$ cat config.mk
export PLATFORM = sky130hd
export DESIGN_NAME = dmem_regfile
export DESIGN_NICKNAME = d
export VERILOG_FILES = /design/src/rtl/dmem_pkg.sv /design/src/rtl/dmem_resolve.sv /design/src/rtl/dmem_sfr_bank.sv /design/src/rtl/dmem_gp_ram.sv /design/src/rtl/dmem_regfile.sv
export SDC_FILE = /design/constraint.sdc
export NUM_CORES = 2
export LEC_CHECK = 0
export BUFFER_PORTS_ARGS = -buffer_cell sky130_fd_sc_hd__buf_4
export CORE_MARGIN = 3
export CORE_UTILIZATION = 40
export DETAILED_ROUTE_END_ITERATION = 10
export PLACE_DENSITY = 0.56
export SYNTH_ARGS = -nofsm -noshare
export SYNTH_HDL_FRONTEND = slang
export SYNTH_SLANG_ARGS = --single-unit
$ cat constraint.sdc
create_clock -name clk -period 10.3 [get_ports clk]
set_input_delay 0.515 -clock clk [delete_from_list [all_inputs] [get_ports clk]]
set_output_delay 0.515 -clock clk [all_outputs]
set_load 0.005 [all_outputs]
$ cat src/rtl/dmem_pkg.sv
`timescale 1ns/1ps
package dmem_pkg;
    localparam int unsigned AW    = 8;
    localparam int unsigned DW    = 8;
    localparam int unsigned BIT_W = $clog2(DW);

    typedef logic [AW-1:0]    addr_t;
    typedef logic [DW-1:0]    data_t;
    typedef logic [BIT_W-1:0] bit_t;

    localparam addr_t WIN0    = 8'h00;
    localparam addr_t PTR0    = 8'h01;
    localparam addr_t WIN1    = 8'h02;
    localparam addr_t PTR1    = 8'h03;
    localparam addr_t BANKP   = 8'h04;
    localparam addr_t ACCU    = 8'h05;
    localparam addr_t STAT    = 8'h0A;
    localparam addr_t GP_BASE = 8'h30;

    localparam int unsigned SFR_SPAN = int'(GP_BASE);
    localparam int unsigned GP_DEPTH = (1 << AW) - int'(GP_BASE);

    typedef enum logic [1:0] {
        OP_NONE,
        OP_WRITE,
        OP_BSET,
        OP_BCLR
    } op_e;

    typedef struct packed {
        addr_t ea;       // effective address after window redirection
        logic  via_ptr;  // access went through a window
        logic  blocked;  // window pointed at a window
    } res_t;

    function automatic logic is_window(addr_t a);
        return (a == WIN0) || (a == WIN1);
    endfunction

    function automatic logic in_gp(addr_t a);
        return a >= GP_BASE;
    endfunction

    function automatic logic sfr_present(addr_t a);
        return (a == PTR0)
            || (a >= PTR1  && a <= 8'h0E)
            || (a >= 8'h12 && a <= 8'h1E)
            || (a >= 8'h21 && a <= 8'h23);
    endfunction

    function automatic data_t apply_op(op_e op, data_t cur, data_t wd, bit_t b);
        case (op)
            OP_WRITE: return wd;
            OP_BSET:  return cur | (data_t'(1) << b);
            OP_BCLR:  return cur & ~(data_t'(1) << b);
            default:  return cur;
        endcase
    endfunction
endpackage

$ cat src/rtl/dmem_resolve.sv
`timescale 1ns/1ps
module dmem_resolve
    import dmem_pkg::*;
(
    input  addr_t addr,
    input  data_t mp0,
    input  data_t mp1,
    output res_t  res
);
    always_comb begin
        res.via_ptr = is_window(addr);
        if (addr == WIN0)      res.ea = addr_t'(mp0);
        else if (addr == WIN1) res.ea = addr_t'(mp1);
        else                   res.ea = addr;
        res.blocked = res.via_ptr && is_window(res.ea);
    end
endmodule

$ cat src/rtl/dmem_sfr_bank.sv
`timescale 1ns/1ps
module dmem_sfr_bank
    import dmem_pkg::*;
(
    input  logic  clk,
    input  logic  rst,
    input  logic  we,
    input  addr_t waddr,
    input  data_t wdata,
    input  addr_t raddr,
    output data_t rdata,
    output data_t mp0,
    output data_t mp1
);
    data_t q [SFR_SPAN];

    for (genvar i = 0; i < SFR_SPAN; i++) begin : g_sfr
        if (sfr_present(addr_t'(i))) begin : g_reg
            data_t r;
            always_ff @(posedge clk) begin
                if (rst)                               r <= '0;
                else if (we && waddr == addr_t'(i))    r <= wdata;
            end
            assign q[i] = r;
        end else begin : g_none
            assign q[i] = '0;
        end
    end

    always_comb begin
        rdata = '0;
        for (int i = 0; i < SFR_SPAN; i++) begin
            if (raddr == addr_t'(i)) rdata = q[i];
        end
    end

    assign mp0 = q[int'(PTR0)];
    assign mp1 = q[int'(PTR1)];
endmodule

$ cat src/rtl/dmem_gp_ram.sv
`timescale 1ns/1ps
module dmem_gp_ram
    import dmem_pkg::*;
#(
    parameter int unsigned DEPTH = GP_DEPTH,
    parameter addr_t       BASE  = GP_BASE
) (
    input  logic  clk,
    input  logic  we,
    input  addr_t waddr,
    input  data_t wdata,
    input  addr_t raddr,
    output data_t rdata
);
    data_t mem [DEPTH];
    addr_t woff, roff;

    assign woff  = waddr - BASE;
    assign roff  = raddr - BASE;
    assign rdata = mem[roff];

    always_ff @(posedge clk) begin
        if (we) mem[woff] <= wdata;
    end
endmodule

$ cat src/rtl/dmem_regfile.sv
`timescale 1ns/1ps
module dmem_regfile
    import dmem_pkg::*;
(
    input  logic        clk,
    input  logic        rst,
    input  logic [7:0]  addr,
    input  logic [7:0]  wdata,
    input  logic        wr_en,
    input  logic        bit_en,
    input  logic        bit_val,
    input  logic [2:0]  bit_sel,
    output logic [7:0]  rdata
);
    op_e   op;
    res_t  res;
    data_t mp0_q, mp1_q;
    data_t sfr_rd, gp_rd, cur, nxt;
    logic  commit, sfr_we, gp_we;

    // byte write takes priority over a bit operation
    always_comb begin
        if (wr_en)       op = OP_WRITE;
        else if (bit_en) op = bit_val ? OP_BSET : OP_BCLR;
        else             op = OP_NONE;
    end

    dmem_resolve u_res (
        .addr (addr),
        .mp0  (mp0_q),
        .mp1  (mp1_q),
        .res  (res)
    );

    dmem_sfr_bank u_sfr (
        .clk   (clk),
        .rst   (rst),
        .we    (sfr_we),
        .waddr (res.ea),
        .wdata (nxt),
        .raddr (res.ea),
        .rdata (sfr_rd),
        .mp0   (mp0_q),
        .mp1   (mp1_q)
    );

    dmem_gp_ram u_gp (
        .clk   (clk),
        .we    (gp_we),
        .waddr (res.ea),
        .wdata (nxt),
        .raddr (res.ea),
        .rdata (gp_rd)
    );

    always_comb begin
        if (res.blocked)        cur = '0;
        else if (in_gp(res.ea)) cur = gp_rd;
        else                    cur = sfr_rd;
    end

    assign nxt    = apply_op(op, cur, wdata, bit_sel);
    assign commit = (op != OP_NONE) && !res.blocked;
    assign sfr_we = commit && !in_gp(res.ea) && sfr_present(res.ea);
    assign gp_we  = commit && in_gp(res.ea);
    assign rdata  = cur;
endmodule

==> results by group <==
Status
  – Status: finished with violations
  – Failing checks: max-capacitance violations, max-slew violations

Yosys
  – Synth Cell Area: 78600 um^2
  – Syn Nets: 6014
  – Top FF cell, synth: edfxtp_1
  – Synth top area share: 0.636
  – Most frequent cell after synthesis: edfxtp_1
  – Syn Inst Count: 5984
  – Commonest cells in the netlist: edfxtp_1, nand2_1, nor2_1
  – FF+latch count, synth: 1896
  – Main area contributors after synthesis: edfxtp_1, dfxtp_1, nand2_1
  – Sequential cell area fraction in the yosys report: 0.695
  – Ys Warns: 0
  – Syn_area_per_cell: 13.1 um^2
  – Cell taking the most area after synthesis: edfxtp_1
  – Async set-reset flop share out of synthesis: 0
  – Unique masters post-synth: 96
  – EDFF count, synth: 1664

Critical path
  – Reg2Reg Depth: 15
  – Critical Path RT: 10880 ps
  – Worst R2R Setup Slack: 1730 ps
  – Crit path DAT: 9150 ps
  – Critical Path Start Type: flop
  – Crit Path Class: reg2reg
  – Crit. End Element: flop
  – R2r startpoint: u_sfr.mp0[1]
  – Max Fanout on Critical Path: 150
  – Worst R2R End: u_gp.mem[95][5]

Placement
  – HPWL after DPL: 178 mm
  – Buffers added on ports: 31
  – GPL Wtd Cong: 0.941

Floorplan
  – Die width: 449 um
  – CORE AREA: 195000 um^2
  – Io pins: 32
  – Cell Rows: 162
  – Die Y: 449 um
  – Die area: 202000 um^2
  – Initial Util: 0.403

Pwr
  – Total power: 17000 uW
  – LEAKAGE: 0.0282 uW
  – Worst IR Drop VDD: 198 uV
  – PD cells: 193 nW/um^2

Run
  – Max-Cap Viols: 4

Clock network
  – CTS Buf Count: 192
  – H-tree levels: 4
  – CTS Sinks: 1896
  – Bufs on Longest Clock Path: 3
  – CTS root buf: clkbuf_16
  – Skew-Pair Late Insertion Delay: 880 ps
  – Post-CTS Setup Bufs: 0
  – CTS tree: done
  – Hold_buf cts: 0
  – Post-CTS sizing: 0
  – Clock slew seen by the registers of the worst setup and hold paths: 70 ps

STA
  – Final Max Tran Viols: 20
  – F_max: 0.117 GHz
  – Fin Setup TNS: 0 ps
  – Final hold viol count: 0
  – RSZ-0062 raised after global routing: no
  – Worst clock skew: 60.9 ps
  – Final worst-path cycle share: 0.832
  – Slew HR: -0.0188
  – Hold_ws: 281 ps
  – Period minus WS final: 8570 ps
  – Setup-failing EPs final: 0
  – Worst-margin pin slew: 1520 ps

Cells and area
  – Syn-to-layout area delta: 12.3%
  – Share of cells above drive strength 1: 0.110
  – Final core occ: 0.453
  – Post-layout nets: 5953

Global route
  – Gr usage total: 0.287
  – Largest net degree at the start of global routing: 151
  – Congestion Overflow GR: 0
  – Vias in the first global route: 52700
  – Antenna violations before repair: 12
  – First-pass GRT wire length: 417 mm

Routing
  – Post-route DRC: 0
  – Drt pass-1 iters: 6
  – Vias: 56200
  – Total Wirelength: 297 mm
  – Final ANT Viol Nets: 0
  – Average wire per standard cell: 34.1 um
  – Vias per inst: 6.44
  – Initial DRC count: 8544

Hold path
  – Hold wc startpoint: rst
  – Hold depth: 2
  – Hold Path Sink: u_sfr.g_sfr[34].g_reg.r[5]
  – Hold WC Path Type: in2reg
==> sequential cells by signal, indices dropped and copies added (netlist names) <==
register,count
u_sfr.g_sfr.g_reg.r,216
u_gp.mem,1664
u_sfr.mp1,8
u_sfr.mp0,8
==> cell usage in the layout (no fill, tap or decap), drive strengths merged, types with 14 or more instances in the layout <==
cell and count:
a2111oi 51, a211oi 277, a21boi 15, a21oi 248, a221o 14, a221oi 42
a22oi 43, a311oi 65, a31o 41, a31oi 107, a32o 21, a32oi 89
and3 134, buf 223, bufinv 14, clkbuf 242, clkinv 98, dfxtp 232
edfxtp 1664, inv 30, mux2 17, mux2i 201, mux4 46, nand2 824
nand3 260, nand4 65, nor2 520, nor3 49, nor4 37, o211ai 16
o21a 17, o21ai 132, o22ai 17, o31ai 18
==> worst max-delay path, cell delays in order (launching register included) <==
cell and delay (ps):
dfxtp_1 370, nor4b_1 880, a21oi_4 170, nor2_4 920
buf_12 430, buf_4 410, buf_4 300, mux2i_1 100
a22o_1 180, nor4_1 990, nor4_1 210, nor3_1 1110
and3_1 320, nor3_2 80, inv_6 730, buf_4 650
==> how the worst max path moves through the flow <==
stage,startpoint,to,cells after the start
finish,u_sfr.mp0[1],u_gp.mem[95][5],15
global route,u_sfr.mp0[1],u_gp.mem[100][5],15
CTS,u_sfr.mp0[1],u_gp.mem[65][5],15
detailed placement,addr[2],u_gp.mem[84][5],16
global placement,addr[2],u_gp.mem[81][5],16
floorplan,addr[0],u_gp.mem[0][6],17
==> final cells by class <==
class                      count  area [um^2]
clock buffer                 241         5020
tap                         2624         3280
timing repair buffer         224         1970
clock inverter               117         1150
inverter                      27          131
antenna                       10         25.0
multi-input combinational   3582        22100
sequential                  1896        54600
fill                       17500       107000
==> report_power, final <==
part / internal (uW) / switching [uW] / leakage [uW]
registers: 8600 / 3.09 / 0.0169
logic: 291 / 1210 / 0.00829
clock network: 3830 / 3100 / 0.00300
total: 12700 / 4310 / 0.0282
==> through the flow <==
stage          setup WS (ps)  instance area, um^2  instances
2_1_floorplan           1940                78600       5984
3_3_place_gp            1950                82000       8351
3_5_place_dp            1740                82100       8352
4_1_cts                 2160                88200       8710
5_1_grt                 1380                88200       8711
6_report                1730                88300       8721
==> logic make-up after synthesis <==
group,Yosys count,synth area share
buffers and inverters,506,0.0277
xor gates and xnor gates,3,0.000335
muxes,264,0.0412
adders and majority gates,6,0.000956
AOI/OAI and AO/OA,1356,0.125
and+or+nand+nor,1953,0.109
DFF,1896,0.695
==> layer usage <==
layer	track usage	vias to the layer above	wire length, um
met4	0.146	2	16600
met1	0.392	28500	115000
met5	0	-	12
met2	0.434	3815	132000
li1	-	23100	-
met3	0.0596	763	32800
(Power assumes the default switching activity.)
